**config.mk**
```make
export PLATFORM = sky130hd
export DESIGN_NAME = evt_irq_flags
export DESIGN_NICKNAME = d
export VERILOG_FILES = /design/src/rtl/evt_irq_pkg.sv /design/src/rtl/evt_flag_cell.sv /design/src/rtl/evt_cmp_route.sv /design/src/rtl/evt_bus_dec.sv /design/src/rtl/evt_irq_flags.sv
export SDC_FILE = /design/constraint.sdc
export NUM_CORES = 1
export LEC_CHECK = 0
export ABC_AREA = 1
export BUFFER_PORTS_ARGS = -buffer_cell sky130_fd_sc_hd__buf_2
export CAP_MARGIN = 30
export CORE_AREA = 2 2 39 41
export CTS_CLUSTER_DIAMETER = 40
export DETAILED_ROUTE_END_ITERATION = 10
export DIE_AREA = 0 0 41 43
export PLACE_DENSITY_LB_ADDON = 0.2
export SLEW_MARGIN = 5
export SYNTH_ARGS = -nofsm -noshare
export SYNTH_HDL_FRONTEND = slang
export SYNTH_HIERARCHICAL = 1
export SYNTH_SLANG_ARGS = --single-unit
```
**constraint.sdc**
```tcl
create_clock -name clk -period 2 [get_ports clk]
set_clock_uncertainty 0.2 [all_clocks]
set_input_delay 0.2 -clock clk [delete_from_list [all_inputs] [get_ports clk]]
set_output_delay 0.2 -clock clk [all_outputs]
set_load 0.005 [all_outputs]
```
**src/rtl/evt_irq_pkg.sv**
```systemverilog
package evt_irq_pkg;

   typedef enum logic [1:0] {
      FK_CLR_ONLY = 2'd0,
      FK_PLAIN    = 2'd1,
      FK_RSVD     = 2'd2
   } flag_kind_e;

   localparam int FLAG_W     = 8;
   localparam int BIT_DTRANS = 7;
   localparam int BIT_ADC    = 6;
   localparam int BIT_USER   = 5;
   localparam int BIT_TG     = 4;
   localparam int BIT_CMP_HI = 3;
   localparam int BIT_CMP_LO = 2;
   localparam int BIT_TC     = 1;
   localparam int BIT_RSVD   = 0;

   function automatic flag_kind_e kind_of(input int idx);
      if (idx == BIT_USER)      return FK_PLAIN;
      else if (idx == BIT_RSVD) return FK_RSVD;
      else                      return FK_CLR_ONLY;
   endfunction

endpackage

```
**src/rtl/evt_flag_cell.sv**
```systemverilog
module evt_flag_cell
   import evt_irq_pkg::*;
#(
   parameter flag_kind_e KIND = FK_CLR_ONLY
) (
   input  logic clk,
   input  logic rst_n,
   input  logic wr_hit,
   input  logic wr_bit,
   input  logic set_ev,
   output logic q
);

   generate
      if (KIND == FK_CLR_ONLY) begin : g_clr_only
         // the set strobe takes priority over a same-cycle written 0
         always_ff @(posedge clk or negedge rst_n) begin
            if (!rst_n)                 q <= 1'b0;
            else if (set_ev)            q <= 1'b1;
            else if (wr_hit && !wr_bit) q <= 1'b0;
         end
      end else if (KIND == FK_PLAIN) begin : g_plain
         always_ff @(posedge clk or negedge rst_n) begin
            if (!rst_n)      q <= 1'b0;
            else if (set_ev) q <= 1'b1;
            else if (wr_hit) q <= wr_bit;
         end
      end else begin : g_rsvd
         logic unused_rsvd;
         assign unused_rsvd = clk ^ rst_n ^ wr_hit ^ wr_bit ^ set_ev;
         assign q = 1'b0;
      end
   endgenerate

endmodule

```
**src/rtl/evt_cmp_route.sv**
```systemverilog
module evt_cmp_route (
   input  logic wide_mode,
   input  logic cmp_hi,
   input  logic cmp_lo,
   input  logic cmp_wide,
   output logic set_hi,
   output logic set_lo
);

   always_comb begin
      if (wide_mode) begin
         set_hi = cmp_wide;
         set_lo = 1'b0;
      end else begin
         set_hi = cmp_hi;
         set_lo = cmp_lo;
      end
   end

endmodule

```
**src/rtl/evt_bus_dec.sv**
```systemverilog
module evt_bus_dec #(
   parameter int                ADDR_W   = 8,
   parameter logic [ADDR_W-1:0] REG_ADDR = 'hF7,
   parameter int                DATA_W   = 8
) (
   input  logic [ADDR_W-1:0] bus_addr,
   input  logic              bus_we,
   input  logic [DATA_W-1:0] flags,
   output logic              wr_hit,
   output logic [DATA_W-1:0] bus_rdata
);

   logic sel;

   assign sel       = (bus_addr == REG_ADDR);
   assign wr_hit    = sel && bus_we;
   assign bus_rdata = sel ? flags : '0;

endmodule

```
**src/rtl/evt_irq_flags.sv**
```systemverilog
module evt_irq_flags
   import evt_irq_pkg::*;
#(
   parameter int                ADDR_W   = 8,
   parameter logic [ADDR_W-1:0] REG_ADDR = 'hF7
) (
   input  logic              clk,
   input  logic              rst_n,
   input  logic [ADDR_W-1:0] bus_addr,
   input  logic              bus_we,
   input  logic [7:0]        bus_wdata,
   output logic [7:0]        bus_rdata,
   input  logic              ev_dtrans,
   input  logic              ev_adc_done,
   input  logic              ev_tg_edge,
   input  logic              ev_cmp_hi,
   input  logic              ev_cmp_lo,
   input  logic              ev_cmp_wide,
   input  logic              wide_mode,
   input  logic              ev_tc_wrap,
   output logic [7:0]        irq_out
);

   localparam int W = FLAG_W;

   generate
      if (ADDR_W < 1 || ADDR_W > 32) begin : g_bad_addr_w
         $error("evt_irq_flags: ADDR_W out of range");
      end
      if (W != 8) begin : g_bad_flag_w
         $error("evt_irq_flags: flag width must be 8");
      end
   endgenerate

   logic         wr_hit;
   logic         set_hi;
   logic         set_lo;
   logic [W-1:0] set_vec;
   logic [W-1:0] flags;

   evt_cmp_route u_route (
      .wide_mode (wide_mode),
      .cmp_hi    (ev_cmp_hi),
      .cmp_lo    (ev_cmp_lo),
      .cmp_wide  (ev_cmp_wide),
      .set_hi    (set_hi),
      .set_lo    (set_lo)
   );

   always_comb begin
      set_vec             = '0;
      set_vec[BIT_DTRANS] = ev_dtrans;
      set_vec[BIT_ADC]    = ev_adc_done;
      set_vec[BIT_TG]     = ev_tg_edge;
      set_vec[BIT_CMP_HI] = set_hi;
      set_vec[BIT_CMP_LO] = set_lo;
      set_vec[BIT_TC]     = ev_tc_wrap;
   end

   evt_bus_dec #(
      .ADDR_W   (ADDR_W),
      .REG_ADDR (REG_ADDR),
      .DATA_W   (W)
   ) u_dec (
      .bus_addr  (bus_addr),
      .bus_we    (bus_we),
      .flags     (flags),
      .wr_hit    (wr_hit),
      .bus_rdata (bus_rdata)
   );

   for (genvar i = 0; i < W; i++) begin : g_flag
      evt_flag_cell #(
         .KIND (kind_of(i))
      ) u_cell (
         .clk    (clk),
         .rst_n  (rst_n),
         .wr_hit (wr_hit),
         .wr_bit (bus_wdata[i]),
         .set_ev (set_vec[i]),
         .q      (flags[i])
      );
   end

   assign irq_out = flags;

endmodule

```
# --- Yosys cells after proc, flatten, opt, wreduce, memory -nomap -nowiden ---
# Index checks and enable logic that the tools add are counted.
# Widths: inputs -> output; s select.
word_totals:
  register_bits: 7
  input_bits: 27
  output_inout_bits: 16
  wordCells: 42
classes:
  eq_ne: 1
  muxes: 15
  n_reduce_logical: 19
op_table:
  columns: ["op", "n"]
  rows:
  - ["$mux 1", 14]
  - ["$reduce_bool 2->1", 6]
  - ["$eq 8x8->1 const B", 1]
  - ["$mux 8", 1]
  - ["$logic_and 1x1->1", 7]
  - ["$logic_not 1->1", 6]

# --- Longest topological paths before layout ---
# Gate-level depths: netlist (run 1).
depth:
  word_depth: 5
  depth_mapped: 8
  ltp_nobuf: 8

# --- Hierarchy ---
# The synthesis (run 1) kept the hierarchy.
modules_own_cells:
  columns: ["module", "instances", "cells_per_inst", "area_each_um2", "seq_area_each_um2"]
  rows:
  - ["evt_flag_cell at g_flag[1].u_cell ...", 6, 6, 43.8, 25.0]
  - ["evt_bus_dec", 1, 26, 100.1, 0.0]
  - ["evt_flag_cell at g_flag[5].u_cell", 1, 6, 52.6, 25.0]
  - ["evt_cmp_route", 1, 6, 22.5, 0.0]
  - ["evt_flag_cell at g_flag[0].u_cell", 1, 2, 11.3, 0.0]
  - ["evt_irq_flags", 1, 1, 3.8, 0.0]

# --- Worst setup path before layout (run 1) ---
# OpenSTA, ideal clock, no wires.
synth_timing:
  kind: "input port to flip-flop"
  start: "in bus_addr[3]"
  end: "reg g_flag[5].u_cell.q"
  setup_ns: 0.120
  arrival_time_ns: 0.973
  required_ns: 1.680
  path_slack_ns: 0.706
  path_stages: 8
  path_buffers: 0
  path_cell_list: "inv_1 nand2_1 nor2_1 nand2_2 nor2_1 inv_1 nand2_2 nand3_2"
synth_between:
  elab_chain_len: 2
synth_lines:
  columns: ["element", "line", "text"]
  rows:
  - ["start: declaration", "evt_irq_flags.sv:9", "input logic [ADDR_W-1:0] bus_addr,"]
  - ["$eq 8x8->1", "evt_bus_dec.sv:15", "assign sel = (bus_addr == REG_ADDR);"]
  - ["$logic_and 1x1->1", "evt_bus_dec.sv:16", "assign wr_hit = sel && bus_we;"]
  - ["named net wr_hit", "evt_irq_flags.sv:35", "logic wr_hit;"]
  - ["end signal: assignment", "evt_flag_cell.sv:26", "else if (wr_hit) q <= wr_bit;"]
  - ["end: declaration", "evt_flag_cell.sv:11", "output logic q"]
# The timed path passes the listed nets, and every way through them passes these cells.
# A chain may end at the register's enable or synchronous reset.

# --- Final worst setup path (run 1) ---
layout_timing:
  start: "in bus_addr[3]"
  end: "reg g_flag[7].u_cell.q"
layout_between:
  elab_chain_len: 4
layout_lines:
  columns: ["element", "line", "text"]
  rows:
  - ["$eq 8x8->1", "evt_bus_dec.sv:15", null]
  - ["$logic_and 1x1->1", "evt_bus_dec.sv:16", null]
  - ["named net wr_hit", "evt_irq_flags.sv:35", null]
  - ["$logic_and 1x1->1", "evt_flag_cell.sv:20", "else if (wr_hit && !wr_bit) q <= 1'b0;"]
  - ["$reduce_bool 2->1 (no source line)", null, null]
  - ["end signal: assignment", "evt_flag_cell.sv:18", "if (!rst_n) q <= 1'b0;"]
  - ["end signal: assignment", "evt_flag_cell.sv:19", "else if (set_ev) q <= 1'b1;"]
  - ["end signal: assignment", "evt_flag_cell.sv:20", null]
  - ["end: declaration", "evt_flag_cell.sv:11", null]
# The timed path passes the listed nets, and every way through them passes these cells.

==> insert_results.sql, run 1 <==
INSERT INTO impl_metrics (metric_group, metric, value, unit) VALUES
('outcome', 'run_status', 'finished clean', ''),
('die', 'die_area', '1760', 'sq um'),
('die', 'fp.coreArea', '1380', 'sq um'),
('timing', 'grt_setup_unrepaired', 'false', ''),
('setup_path', 'path_cells', 'buf_2 > inv_1 > nand2_1 > nor2_1 > nand2_2 > nor2_2 > nand2_1 > nand2_1 > nand2_1 > dlygate4sd3_1', ''),
('setup_path', 'critical-path-top-cell-by-count', 'nand2_1', ''),
('detailed_routing', 'post-route-drc-count', '0', ''),
('cts', 'cts_buffer_depth', '2', ''),
('timing', 'fin_crit', '1740', 'ps'),
('global_routing', 'grt-ovfl-total', '0', ''),
('timing', 'fmax', '574', 'MHz'),
('setup_path', 'worst_r2r_endpoint', 'g_flag[7].u_cell/q$_DFFE_PN0P_', ''),
('cts', 'clkTransAtPathRegs', '50', 'ps'),
('timing', 'tcrit_tclk_final', '0.872', ''),
('yosys', 'cell_area_synth', '453', 'sq um'),
('setup_path', 'cp_slowest_stage_delay', '540', 'ps'),
('hold_path', 'min_path_cells', '4', ''),
('die', 'std_cell_rows', '14', ''),
('timing', 'endpoints_failing_hold', '0', ''),
('global_routing', 'antenna_found_initial', '0', ''),
('yosys', 'mappedNetlistNets', '104', ''),
('detailed_routing', 'routed-via-count', '558', ''),
('setup_path', 'timing.critical_path.required', '1930', 'ps'),
('yosys', 'synth.avg_cell_area', '5.88', 'sq um'),
('detailed_routing', 'met3RoutedLength', '126', 'um'),
('detailed_routing', 'wl_met1', '422', 'um'),
('placement', 'placement.io_buffers', '39', ''),
('cts', 'htree_num_levels', '1', ''),
('final_layout', 'mostFrequentLayoutCell', 'buf_2', ''),
('power', 'power_leakage', '0.534', 'nW'),
('final_layout', 'drive_above_1_share', '0.362', ''),
('yosys', 'ys.warnings.count', '6', ''),
('setup_path', 'rrSetupSlack', '640', 'ps'),
('global_routing', 'via_count_of_the_first_global_routing_pass', '474', ''),
('final_layout', 'antenna_diode_count', '0', ''),
('setup_path', 'reg2reg_from', 'g_flag[7].u_cell/q$_DFFE_PN0P_', ''),
('power', 'powerDensity', '412', 'nW/um^2'),
('final_layout', 'design.final.nets', '155', ''),
('cts', 'clk_root_buffer_cell', 'clkbuf_4', ''),
('die', 'boundaryPins', '43', ''),
('hold_path', 'min_to', 'g_flag[2].u_cell/q$_DFFE_PN0P_', ''),
('die', 'chipWidth', '41', 'um'),
('yosys', 'synth_seq_area_share', '0.387', ''),
('detailed_routing', 'ant_nets', '0', ''),
('timing', 'totalNegativeSetupSlack', '0', 'ps'),
('global_routing', 'grt_use_total', '0.141', ''),
('cts', 'cts_tree', 'done', ''),
('detailed_routing', 'route.detailed.vias_per_inst', '3.90', ''),
('setup_path', 'cpMaxStageDelayCell', 'dlygate4sd3_1', ''),
('final_layout', 'layout.cells.most_common_list', 'buf_2 (39), inv_1 (26), nand2_1 (26), nor2_1 (11), dlygate4sd3_1 (8)', ''),
('run', 'max-cap-violations', '0', ''),
('placement', 'dpl.hpwl', '840', 'um'),
('detailed_routing', 'first_iter_violations', '4', ''),
('timing', 'final.hold.worst_slack', '13.7', 'ps'),
('yosys', 'gate_count_of_the_mapped_netlist', '77', ''),
('placement', 'place_congestion', '0.663', ''),
('cts', 'clkSinkCount', '7', ''),
('yosys', 'yosysUniqueCellTypes', '8', ''),
('die', 'die-height', '43', 'um'),
('cts', 'cts_setup_buffers', '0', ''),
('setup_path', 'critical_path_arrival', '1670', 'ps'),
('final_layout', 'syn_to_final_growth', '69.9', '%'),
('detailed_routing', 'drt_pass_1_iters', '4', ''),
('hold_path', 'worst_min_path_class', 'input pin to flip-flop', ''),
('hold_path', 'hold_path_startpoint', 'wide_mode', ''),
('setup_path', 'worst-r2r-cell-count', '3', ''),
('setup_path', 'cp-end-kind', 'flip-flop', ''),
('detailed_routing', 'avgRoutedWirePerCell', '7.48', 'um'),
('yosys', 'synth_seq_cells', '7', ''),
('global_routing', 'grt_max_degree', '10', ''),
('die', 'start_util', '0.327', '');
[metal layers]
metal,vias up,GRT usage
li1,301,-
met1,230,0.146
met2,25,0.247
met3,2,0.0209
met4,0,0.0800
met5,-,0
[critical path: cells and delay by family]
| kind | cells | cell delay [ps] |
|---|---|---|
| simple gates | 7 | 790 |
| buf+inv | 3 | 680 |
[metrics by stage]
stage | util | total power, mW | worst slack [ps] | instances | cell area [sq um]
2_1_floorplan | - | 0.159 | 706 | 77 | 453
3_3_place_gp | 0.477 | 0.184 | 358 | 131 | 661
3_5_place_dp | 0.477 | 0.185 | 347 | 131 | 661
4_1_cts | 0.554 | 0.329 | 104 | 143 | 767
5_1_grt | 0.556 | 0.342 | 52.2 | 143 | 769
6_report | 0.556 | 0.317 | 257 | 143 | 769
[worst max path at each step]
stage / startpoint / endpoint / slack [ps] / cells past startpoint
after global routing: bus_addr[3] / g_flag[7].u_cell/q$_DFFE_PN0P_ / 50 / 10
after floorplan: bus_addr[3] / g_flag[5].u_cell/q$_DFFE_PN0P_ / 710 / 8
after global placement: bus_addr[3] / g_flag[5].u_cell/q$_DFFE_PN0P_ / 360 / 9
after detailed placement: bus_addr[3] / g_flag[5].u_cell/q$_DFFE_PN0P_ / 350 / 9
after CTS: bus_addr[3] / g_flag[7].u_cell/q$_DFFE_PN0P_ / 100 / 10
final: bus_addr[3] / g_flag[7].u_cell/q$_DFFE_PN0P_ / 260 / 10
[area by class of cell]
type | instances | area [sq um]
clock buffer | 4 | 26.3
fill | 155 | 614
inverter | 26 | 97.6
multi-input combinational | 43 | 175
sequential | 7 | 175
tap | 16 | 20.0
timing repair buffer | 47 | 275
[cell families after synthesis]
| family | after synthesis | synth area share |
|---|---|---|
| simple gates | 41 | 0.365 |
| flops | 7 | 0.387 |
| other cells | 2 | 0.0166 |
| buf+inv | 27 | 0.232 |
[power by group]
group	switching, mW	internal [mW]	total [mW]
Sequential	0.000183	0.142	0.142
Clock	0.0498	0.0760	0.126
Combinational	0.0191	0.0302	0.0493
[synth_stat cells, drive strengths merged]
cell    n  area, sq um
inv    26         97.6
dfrtp   7          175
nor2   12         45.0
nand2  28          110
buf     1         7.51
nand3   1         10.0
conb    2         7.51
[timing repair]
item,4_1_cts,5_1_grt
endpoints found under the setup margin,0,2
resized for setup,0,1
endpoints found under the hold margin,12,0
hold buffers,8,0
(Power assumes the default switching activity.)
==> run 2, diff against run 1 <==
--- a/config.mk
+++ b/config.mk
@@ -5,7 +5,7 @@
 export SDC_FILE = /design/constraint.sdc
 export NUM_CORES = 1
 export LEC_CHECK = 0
-export ABC_AREA = 1
+export ABC_AREA = 0
 export BUFFER_PORTS_ARGS = -buffer_cell sky130_fd_sc_hd__buf_2
 export CAP_MARGIN = 30
 export CORE_AREA = 2 2 39 41
==> run 2 against run 1 <==
Cell count fell by 22%. Design area decreased by 5.4%. Routed wire length up 4.6%. Synthesized cell count shrank 40%. Area after synthesis fell by 5.8%. Critical endpoint is now bus_rdata[7]. Largest power group unchanged.
==> insert_results.sql, run 2 <==
INSERT INTO impl_metrics (metric_group, metric, value, unit) VALUES
('detailed_routing', 'routed-via-count', '481', ''),
('cts', 'post_cts_hold_buffer_count', '6', ''),
('timing', 'tcrit_tclk_final', '0.685', ''),
('detailed_routing', 'route.detailed.vias_per_inst', '4.33', ''),
('final_layout', 'syn_to_final_growth', '70.7', '%'),
('yosys', 'synth_top_area_share', '0.411', ''),
('setup_path', 'timing_worst_setup_path_type', 'flip-flop to primary output', ''),
('yosys', 'cell_types_with_the_largest_area_share_after_synthesis', 'dfrtp_1 (41%), nor3_1 (11%), a21o_1 (11%)', ''),
('cts', 'clkSinkCount', '7', ''),
('yosys', 'cell_area_synth', '427', 'sq um'),
('setup_path', 'cpMaxStageDelayCell', 'dfrtp_1', ''),
('yosys', 'synth_enable_flop_cells', '0', ''),
('die', 'start_util', '0.308', ''),
('timing', 'timing.final.setup_violations', '0', ''),
('setup_path', 'reg2reg_from', 'g_flag[5].u_cell/q$_DFFE_PN0P_', ''),
('final_layout', 'design.final.nets', '123', ''),
('setup_path', 'critPathLaunchType', 'flip-flop', ''),
('placement', 'placement.io_buffers', '39', ''),
('setup_path', 'path_cells', 'inv_1 > nor3_1 > buf_2', ''),
('global_routing', 'antenna_found_initial', '0', ''),
('yosys', 'synth_commonest_cells', 'inv_1 (9), nor3_1 (9), dfrtp_1 (7)', ''),
('placement', 'place_congestion', '0.651', ''),
('global_routing', 'first_pass_grt_wire_length', '1770', 'um'),
('power', 'ir_drop', '0.253', 'mV'),
('setup_path', 'worst-path-max-fanout', '3', ''),
('global_routing', 'grt_max_degree', '10', ''),
('cts', 'cts_buffer_depth', '2', ''),
('die', 'fp.coreArea', '1380', 'sq um'),
('yosys', 'ys.warnings.count', '6', ''),
('detailed_routing', 'first_iter_violations', '3', ''),
('yosys', 'async_flop_share', '1.00', ''),
('final_layout', 'drive_above_1_share', '0.495', ''),
('power', 'power_leakage', '0.401', 'nW'),
('final_layout', 'antenna_diode_count', '0', ''),
('setup_path', 'critPathLaunch', 'g_flag[7].u_cell/q$_DFFE_PN0P_', ''),
('die', 'die-height', '43', 'um'),
('cts', 'clk_root_buffer_cell', 'clkbuf_4', ''),
('detailed_routing', 'drt_pass_1_iters', '3', ''),
('detailed_routing', 'post-route-drc-count', '0', ''),
('final_layout', 'mostFrequentLayoutCell', 'buf_2', ''),
('die', 'std_cell_rows', '14', ''),
('power', 'powerDensity', '434', 'nW/um^2'),
('detailed_routing', 'avgRoutedWirePerCell', '10.1', 'um'),
('outcome', 'run_status', 'finished clean', ''),
('hold_path', 'worst_min_path_class', 'input pin to flip-flop', ''),
('die', 'boundaryPins', '43', ''),
('yosys', 'synth_largest_area_cell', 'dfrtp_1', ''),
('final_layout', 'register_area', '175', 'sq um'),
('cts', 'cts_setup_buffers', '0', ''),
('die', 'die_area', '1760', 'sq um'),
('setup_path', 'critical_path_arrival', '970', 'ps'),
('final_layout', 'num-fill-cells', '134', ''),
('timing', 'grt_setup_unrepaired', 'false', ''),
('yosys', 'synthFlopType', 'dfrtp_1', ''),
('cts', 'tritoncts.num_buffers', '3', ''),
('setup_path', 'critical_path.endpoint', 'bus_rdata[7]', ''),
('yosys', 'synth.avg_cell_area', '9.28', 'sq um'),
('timing', 'fin_crit', '1370', 'ps'),
('setup_path', 'timing.critical_path.required', '1600', 'ps'),
('final_layout', 'largest_register_ffs', '7', ''),
('setup_path', 'cp-end-kind', 'primary output', ''),
('cts', 'clkTransAtPathRegs', '50', 'ps'),
('die', 'chipWidth', '41', 'um'),
('run', 'max-cap-violations', '0', ''),
('setup_path', 'cp_slowest_stage_delay', '370', 'ps'),
('setup_path', 'worst_r2r_endpoint', 'g_flag[5].u_cell/q$_DFFE_PN0P_', ''),
('timing', 'endpoints_failing_hold', '0', ''),
('global_routing', 'via_count_of_the_first_global_routing_pass', '477', ''),
('cts', 'cts_tree', 'done', ''),
('yosys', 'synth_seq_cells', '7', ''),
('cts', 'post_cts_resized', '0', ''),
('timing', 'slew_viol_final', '0', ''),
('cts', 'clk_latency_worst_skew_pair', '240', 'ps'),
('timing', 'fmax', '730', 'MHz'),
('yosys', 'yosysUniqueCellTypes', '13', ''),
('global_routing', 'grt-ovfl-total', '0', ''),
('final_layout', 'largest_reg_by_ff_count', 'g_flag.u_cell/q', ''),
('timing', 'totalNegativeSetupSlack', '0', 'ps'),
('yosys', 'gate_count_of_the_mapped_netlist', '46', ''),
('global_routing', 'grt_use_total', '0.150', ''),
('yosys', 'mappedNetlistNets', '73', ''),
('setup_path', 'worst-r2r-cell-count', '2', ''),
('cts', 'htree_num_levels', '1', ''),
('setup_path', 'rrSetupSlack', '920', 'ps'),
('final_layout', 'top_regs', 'g_flag.u_cell/q: 7 flops', ''),
('timing', 'final.hold.worst_slack', '43.6', 'ps'),
('final_layout', 'multiInputGateArea', '210', 'sq um'),
('final_layout', 'layout.cells.most_common_list', 'buf_2 (39), inv_1 (9), nor3_1 (9), dfrtp_1 (7)', ''),
('placement', 'dpl.hpwl', '847', 'um'),
('yosys', 'synth_seq_area_share', '0.411', ''),
('detailed_routing', 'ant_nets', '0', ''),
('detailed_routing', 'finalWirelength', '1120', 'um');
## run 2: per-layer routing
| layer | share of wire | GRT usage | vias to the layer above |
|---|---|---|---|
| met3 | 0.10 | 0.0681 | 2 |
| met4 | 0.0054 | 0.0667 | 0 |
| met1 | 0.38 | 0.153 | 206 |
| met5 | 0 | 0 | - |
| met2 | 0.51 | 0.247 | 26 |
| li1 | - | - | 247 |
## run 2: cell families (layout without fill, tap and decap cells)
family                 count (synthesis)  count (layout)  synth area share
AO/OA/AOI/OAI                          7               7             0.126
buffers and inverters                 10              59            0.0968
AND/OR/NAND/NOR                       19              19             0.314
multiplexers                           1               1            0.0352
other                                  2               2            0.0176
flip-flops                             7               7             0.411
## run 2: critical path, delay by kind of cell, from the launching register on
kind                   cells  cell delay [ps]
AND/OR/NAND/NOR            1              170
buffers and inverters      2              190
flip-flops                 1              370
## run 2: how the worst min path moves through the flow
stage                       from                             end  slack [ps]  cells past startpoint
CTS                 bus_wdata[3]  g_flag[3].u_cell/q$_DFFE_PN0P_          40                      3
global placement           rst_n  g_flag[1].u_cell/q$_DFFE_PN0P_        -160                      1
global route         ev_cmp_wide  g_flag[3].u_cell/q$_DFFE_PN0P_          50                      3
detailed placement         rst_n  g_flag[4].u_cell/q$_DFFE_PN0P_        -150                      1
finish              bus_wdata[6]  g_flag[6].u_cell/q$_DFFE_PN0P_          40                      3
floorplan                  rst_n  g_flag[1].u_cell/q$_DFFE_PN0P_        -300                      0
## run 2: layout make-up
class                   instances  area share
multi-input cells              29       0.289
flip-flops and latches          7       0.241
well taps                      16      0.0275
clock buffers                   4      0.0361
repair buffers                 46       0.361
inverters                       9      0.0464
## run 2: stage by stage
| stage | cells | instance area (sq um) | worst slack (ps) | power, mW | utilization |
|---|---|---|---|---|---|
| floorplan | 46 | 427 | 388 | 0.158 | - |
| global placement | 101 | 642 | 446 | 0.186 | 0.464 |
| detailed placement | 101 | 642 | 427 | 0.187 | 0.464 |
| CTS | 111 | 728 | 604 | 0.324 | 0.526 |
| global route | 111 | 728 | 493 | 0.342 | 0.526 |
| finish | 111 | 728 | 629 | 0.316 | 0.526 |
## run 2: report_power, final
part           switching (mW)  total (mW)  internal (mW)
clock network          0.0474       0.123         0.0758
logic                  0.0178      0.0508         0.0330
registers            0.000180       0.142          0.142
total                  0.0654       0.316          0.251
